==> config.mk <==
export PLATFORM = sky130hd
export DESIGN_NAME = mulUnit
export DESIGN_NICKNAME = d
export VERILOG_FILES = /design/src/rtl/mulu_pkg.sv /design/src/rtl/mulCtrl.sv /design/src/rtl/mulPath.sv /design/src/rtl/mulUnit.sv
export SDC_FILE = /design/constraint.sdc
export NUM_CORES = 2
export LEC_CHECK = 0
export ABC_AREA = 1
export BUFFER_PORTS_ARGS = -buffer_cell sky130_fd_sc_hd__buf_4
export CORE_UTILIZATION = 43
export DETAILED_ROUTE_END_ITERATION = 8
export PLACE_DENSITY = 0.69
export SLEW_MARGIN = 10
export SYNTH_ARGS = -nofsm -noshare
export SYNTH_HDL_FRONTEND = slang
export SYNTH_HIERARCHICAL = 1
export SYNTH_SLANG_ARGS = --single-unit
==> constraint.sdc <==
create_clock -name clk -period 16.5 [get_ports clk]
set_clock_uncertainty 0.15 [all_clocks]
set_input_delay 1.65 -clock clk [delete_from_list [all_inputs] [get_ports clk]]
set_output_delay 1.65 -clock clk [all_outputs]
set_load 0.01 [all_outputs]
==> src/rtl/mulu_pkg.sv <==
package mulu_pkg;

  // operation codes seen on the op port
  typedef enum logic [2:0] {
    OP_MULT  = 3'd0,
    OP_MULTU = 3'd1,
    OP_RDHI  = 3'd2,
    OP_RDLO  = 3'd3,
    OP_MLO   = 3'd4,
    OP_MHI   = 3'd5,
    OP_MHIU  = 3'd6,
    OP_NONE  = 3'd7
  } mulOp_e;

  // source of the word loaded into the result register
  typedef enum logic [1:0] {
    SEL_HIREG  = 2'd0,
    SEL_LOREG  = 2'd1,
    SEL_PRODHI = 2'd2,
    SEL_PRODLO = 2'd3
  } emitSel_e;

  // strobes from control to datapath
  typedef struct packed {
    logic     loadOps;    // capture operands and signedness
    logic     signedOps;  // operands are two's complement
    logic     writeHiLo;  // store the product into Hi and Lo
    logic     emit;       // load the result register
    emitSel_e emitSel;
  } mulStrobe_t;

endpackage

==> src/rtl/mulCtrl.sv <==
module mulCtrl
  import mulu_pkg::*;
#(
  parameter int LAT       = 3,
  parameter int HILO_MODE = 1
) (
  input  logic       clk,
  input  logic       rstN,
  input  logic       start,
  input  logic [2:0] op,
  output mulStrobe_t strb,
  output logic       validQ,
  output logic       busy
);

  localparam int CNT_W = (LAT > 1) ? $clog2(LAT) : 1;

  mulOp_e opE;
  assign opE = mulOp_e'(op);

  logic             running;
  logic [CNT_W-1:0] cnt;
  logic             finishing;
  logic             acceptMul;

  // the product is ready on this edge
  assign finishing = running && (cnt == '0);

  if (HILO_MODE != 0) begin : g_hilo
    logic pendQ, pendHiQ, acceptRead, rdHi, pendSet;

    always_comb begin
      rdHi       = (opE == OP_RDHI);
      acceptRead = start && (opE == OP_RDHI || opE == OP_RDLO) && !pendQ;
      acceptMul  = start && (opE == OP_MULT || opE == OP_MULTU) && !pendQ;
      pendSet    = acceptRead && running && !finishing;
      strb           = '0;
      strb.loadOps   = acceptMul;
      strb.signedOps = (opE == OP_MULT);
      strb.writeHiLo = finishing;
      strb.emitSel   = SEL_LOREG;
      if (pendQ && finishing) begin
        strb.emit    = 1'b1;
        strb.emitSel = pendHiQ ? SEL_PRODHI : SEL_PRODLO;
      end else if (acceptRead && !pendSet) begin
        // on the completion edge take the fresh product, else the register
        strb.emit = 1'b1;
        if (finishing) strb.emitSel = rdHi ? SEL_PRODHI : SEL_PRODLO;
        else           strb.emitSel = rdHi ? SEL_HIREG  : SEL_LOREG;
      end
    end

    always_ff @(posedge clk or negedge rstN) begin
      if (!rstN) begin
        pendQ   <= 1'b0;
        pendHiQ <= 1'b0;
      end else if (pendSet) begin
        pendQ   <= 1'b1;
        pendHiQ <= rdHi;
      end else if (finishing) begin
        pendQ   <= 1'b0;
      end
    end

    assign busy = pendQ;
  end else begin : g_tri
    logic triHiQ;

    always_comb begin
      acceptMul = start && (opE == OP_MLO || opE == OP_MHI || opE == OP_MHIU)
                  && !running;
      strb           = '0;
      strb.loadOps   = acceptMul;
      strb.signedOps = (opE == OP_MHI);
      strb.emitSel   = SEL_PRODLO;
      if (finishing) begin
        strb.emit    = 1'b1;
        strb.emitSel = triHiQ ? SEL_PRODHI : SEL_PRODLO;
      end
    end

    always_ff @(posedge clk or negedge rstN) begin
      if (!rstN)          triHiQ <= 1'b0;
      else if (acceptMul) triHiQ <= (opE != OP_MLO);
    end

    assign busy = running;
  end

  // latency counter shared by both styles; a new start restarts it
  always_ff @(posedge clk or negedge rstN) begin
    if (!rstN) begin
      running <= 1'b0;
      cnt     <= '0;
      validQ  <= 1'b0;
    end else begin
      validQ <= strb.emit;
      if (acceptMul) begin
        running <= 1'b1;
        cnt     <= CNT_W'(LAT - 1);
      end else if (finishing) begin
        running <= 1'b0;
      end else if (running) begin
        cnt <= cnt - 1'b1;
      end
    end
  end

endmodule

==> src/rtl/mulPath.sv <==
module mulPath
  import mulu_pkg::*;
#(
  parameter int DATA_W    = 32,
  parameter int HILO_MODE = 1
) (
  input  logic              clk,
  input  logic              rstN,
  input  mulStrobe_t        strb,
  input  logic [DATA_W-1:0] opA,
  input  logic [DATA_W-1:0] opB,
  output logic [DATA_W-1:0] result
);

  localparam int PROD_W = 2 * DATA_W;

  logic [DATA_W-1:0] aQ, bQ;
  logic              sgnQ;

  always_ff @(posedge clk or negedge rstN) begin
    if (!rstN) begin
      aQ   <= '0;
      bQ   <= '0;
      sgnQ <= 1'b0;
    end else if (strb.loadOps) begin
      aQ   <= opA;
      bQ   <= opB;
      sgnQ <= strb.signedOps;
    end
  end

  // the extension bit is the sign bit for signed operands and zero otherwise.
  // Replicating it to double width gives the low 2*DATA_W bits of the
  // (DATA_W+1)-bit product.
  logic              aExt, bExt;
  logic [PROD_W-1:0] aWide, bWide, prod;

  assign aExt  = sgnQ & aQ[DATA_W-1];
  assign bExt  = sgnQ & bQ[DATA_W-1];
  assign aWide = {{DATA_W{aExt}}, aQ};
  assign bWide = {{DATA_W{bExt}}, bQ};
  assign prod  = aWide * bWide;

  logic [DATA_W-1:0] hiQ, loQ;

  if (HILO_MODE != 0) begin : g_hilo
    logic [DATA_W-1:0] hiR, loR;
    always_ff @(posedge clk or negedge rstN) begin
      if (!rstN) begin
        hiR <= '0;
        loR <= '0;
      end else if (strb.writeHiLo) begin
        hiR <= prod[PROD_W-1:DATA_W];
        loR <= prod[DATA_W-1:0];
      end
    end
    assign hiQ = hiR;
    assign loQ = loR;
  end else begin : g_tri
    assign hiQ = '0;
    assign loQ = '0;
  end

  always_ff @(posedge clk or negedge rstN) begin
    if (!rstN) begin
      result <= '0;
    end else if (strb.emit) begin
      case (strb.emitSel)
        SEL_HIREG:  result <= hiQ;
        SEL_LOREG:  result <= loQ;
        SEL_PRODHI: result <= prod[PROD_W-1:DATA_W];
        default:    result <= prod[DATA_W-1:0];
      endcase
    end
  end

endmodule

==> src/rtl/mulUnit.sv <==
module mulUnit
  import mulu_pkg::*;
#(
  parameter int DATA_W    = 32,
  parameter int LAT       = 3,
  parameter int HILO_MODE = 1
) (
  input  logic              clk,
  input  logic              rstN,
  input  logic              start,
  input  logic [2:0]        op,
  input  logic [DATA_W-1:0] opA,
  input  logic [DATA_W-1:0] opB,
  output logic [DATA_W-1:0] result,
  output logic              valid,
  output logic              busy
);

  mulStrobe_t strb;

  mulCtrl #(.LAT(LAT), .HILO_MODE(HILO_MODE)) uCtrl (
    .clk    (clk),
    .rstN   (rstN),
    .start  (start),
    .op     (op),
    .strb   (strb),
    .validQ (valid),
    .busy   (busy)
  );

  mulPath #(.DATA_W(DATA_W), .HILO_MODE(HILO_MODE)) uPath (
    .clk    (clk),
    .rstN   (rstN),
    .strb   (strb),
    .opA    (opA),
    .opB    (opB),
    .result (result)
  );

endmodule

==> results.md <==
- Via count: 37.2k
- CTS clk-pin slew, worst paths: 0.09 ns
- Resized cells post-CTS: 0
- Actual slew at the worst max-slew pin: 1.27 ns
- Fmax: 110 MHz
- Sequential fraction of the synthesis area: 0.0881
- Endpoints failing setup: 0
- GP Congestion: 0.998
- Main flop type after synthesis: dfrtp_1
- Vert. Die Dim: 334 microns
- Crit-path most repeated cell: fa_1
- Synthesized area: 47400 sq um
- Family with the most delay on the worst path: adder cells
- Setup Buffers After CTS: 0
- Area grow syn2layout: 5.26%
- First-pass iteration count of the detailed router: 7
- Share of cells above drive strength 1: 0.0432
- DR WL/cell: 18.8 microns
- Vias in the first global route: 40.4k
- Syn Inst Count: 5990
- Final core occ: 0.457
- CTS tree: yes
- Iter 0 DRT Violations: 3064
- Die X: 334 microns
- Clock root buffer: clkbuf_16
- Critical Path RT: 16.77 ns
- CP peak stage delay: 1.20 ns
- #FFs+latches synth: 167
- Min Tclk post-route: 9.09 ns
- Antenna violations before repair: 2
- Status: finished, final reports clean
- Final #Nets: 7276
- Placed wire-length estimate: 113000 microns
- GRT Residual Overflow: 0
- Setup TNS: 0 ns
- Buffers & Inverters on Critical Path: 5
- Critical Path Slowest Stage Cell: fa_1
- Mean Syn Cell Area: 7.92 sq um
- Cell Rows: 121
- Crit-path max FO: 33
- Max Cap Violations: 0
- Final Hold Fails: 0
- Netlist cell types: 37
- CTS sink count: 167
- # hold bufs at CTS: 0
- Total CTS buffers: 17
- Syn Nets: 7398
- Tcrit/Tclk final: 0.551
- Post-synth EDFFs: 0
- Boundary pin count: 104
- Post-route ant nets: 0
- Relative slew slack: 0.155
- Residual DRC count: 0
- CP arrival: 9.36 ns
- CTS Buffer Depth: 2
- Clock latency on the worst-skew pair: 0.52 ns
- Die ar.: 112000 sq um
- Area of the core: 109000 sq um
- Fillers: 10.8k
- Critical Path Start Type: flip-flop
- # H-tree levels: 4
- Global-route usage over all layers: 0.262
- Most frequent cells after synthesis: nand2_1 (1753), inv_1 (1709), fa_1 (1125), clkbuf_1 (292), ha_1 (213)
- Hold WC Path Type: flip-flop to flip-flop
- Synth warn: 6
- Post-Route WL: 138000 microns
- Worst Setup End Kind: flip-flop
- Post-DP Area: 49300 sq um
- Largest cells by area after synthesis: fa_1 (47%), nand2_1 (14%), inv_1 (14%)
- Post-synth top area share: 0.475
- Synth area leader: fa_1
- I/O Buffers: 103
- Most common cell in the netlist: nand2_1
- Fin. max-slew vios: 0
- Crit path kind: flip-flop to flip-flop
- Unrepaired setup endpoints after global routing: false
- DR vias/cell: 5.06
- Largest net degree at the start of global routing: 102
- Post-route cell area: 49900 sq um
- Fraction of registers with async set/reset: 1.00
- Initial Util: 0.434
- First-pass GRT wire length: 225000 microns
worst reg2reg max path: stages (launching register included):
cell and delay, ns:
dfrtp_1 1.10, inv_1 0.13, nor2_1 0.34, fa_1 0.55
fa_1 0.57, fa_1 0.58, inv_1 0.28, fa_1 1.20
inv_1 0.22, fa_1 0.52, fa_1 0.57, inv_1 0.06
fa_1 0.46, fa_1 0.49, inv_1 0.04, ha_1 0.34
a21oi_1 0.25, a21boi_0 0.35, nand2_1 0.15, nand2_1 0.08
nand2_1 0.05, a21oi_1 0.16, nand3_1 0.11, nand3_1 0.10
nand2_1 0.05, nand2_1 0.05, nand2_1 0.05
cell usage in the layout, fill, tap and decap left out, types with 2 or more instances in the layout:
cell,netlist,layout
a31oi_1,11,11
nor2_2,10,10
dfrtp_1,167,164
a21o_1,2,2
inv_2,2,4
xnor2_1,16,16
nand2_1,1753,1753
ha_1,213,213
nand3b_1,8,8
xor2_1,5,5
buf_4,4,167
o21bai_1,22,22
nor4_1,4,4
clkinv_4,0,2
nand3_2,5,5
nor3_1,8,8
nor2_1,197,196
a21oi_1,75,75
and2_1,2,2
inv_8,0,5
mux2_2,26,26
nand2_2,5,5
clkinv_1,2,2
o21ai_0,98,98
clkbuf_16,0,17
dfrtp_2,0,3
a221oi_1,26,26
clkbuf_8,0,2
inv_6,0,3
o31ai_1,2,2
nand4_1,21,21
or2_1,8,8
o21ai_1,4,4
nand3_1,153,153
inv_1,1709,1706
fa_1,1125,1125
logic make-up (layout without fill, tap and decap cells):
logic type | Yosys count | count (layout) | share of synthesized area
buf+inv | 2022 | 1912 | 0.161
mux | 26 | 26 | 0.00617
fa+ha+maj | 1338 | 1338 | 0.531
other cells | 0 | 1 | 0
compound gates | 241 | 241 | 0.0292
simple gates | 2175 | 2175 | 0.180
flops | 167 | 167 | 0.0881
xor+xnor | 21 | 21 | 0.00388
cell type report:
cell class / instances / area, sq um / share of cell area
Clock buffer: 18 / 439 / 0.00880
Clock inverter: 13 / 129 / 0.00258
Antenna cell: 1 / 2.50 / 0.0000501
Timing Repair Buffer: 168 / 1270 / 0.0254
Inverter: 1713 / 6430 / 0.129
Sequential cell: 167 / 4180 / 0.0838
Tap cell: 1476 / 1850 / 0.0370
Multi-Input combinational cell: 3801 / 35600 / 0.713
stage by stage:
stage / setup WS (ns) / hold slack (ns) / std cells
floorplan: 8.55 / 0.293 / 5990
global placement: 7.63 / 0.312 / 7325
detailed placement: 7.45 / 0.312 / 7325
CTS: 7.42 / 0.338 / 7356
global route: 6.81 / 0.357 / 7356
finish: 7.41 / 0.335 / 7357
registers in the layout (all words and copies together), names as in the netlist:
| register | flops |
|---|---|
| uPath/aQ | 32 |
| uPath/bQ | 32 |
| uPath/g_hilo.hiR | 32 |
| uPath/g_hilo.loR | 32 |
| uPath/result | 32 |
| uCtrl/cnt | 2 |
| uCtrl/busy | 1 |
| uCtrl/g_hilo.pendHiQ | 1 |
| uCtrl/running | 1 |
| uCtrl/validQ | 1 |
| uPath/sgnQ | 1 |
final timing paths:
check | cells after the start | slack, ns | start | end
min reg2reg | 2 | 0.33 | uPath/result[4] | uPath/result[4]
max | 26 | 7.41 | uPath/bQ[0] | uPath/result[30]
min | 2 | 0.33 | uPath/result[4] | uPath/result[4]
max in group asynchronous | 2 | 13.51 | rstN | uPath/g_hilo.hiR[6]
min in group asynchronous | 1 | 1.12 | rstN | uPath/aQ[2]
max reg2reg | 26 | 7.41 | uPath/bQ[0] | uPath/result[30]
layer usage:
metal,GRT usage,wire length [microns]
met3,0.0391,9660
met5,0,24
met1,0.348,57000
met2,0.438,66800
met4,0.0880,4630
Power is not shown: default switching activity piles up to over one toggle a cycle in this logic, so the estimate is an artifact.
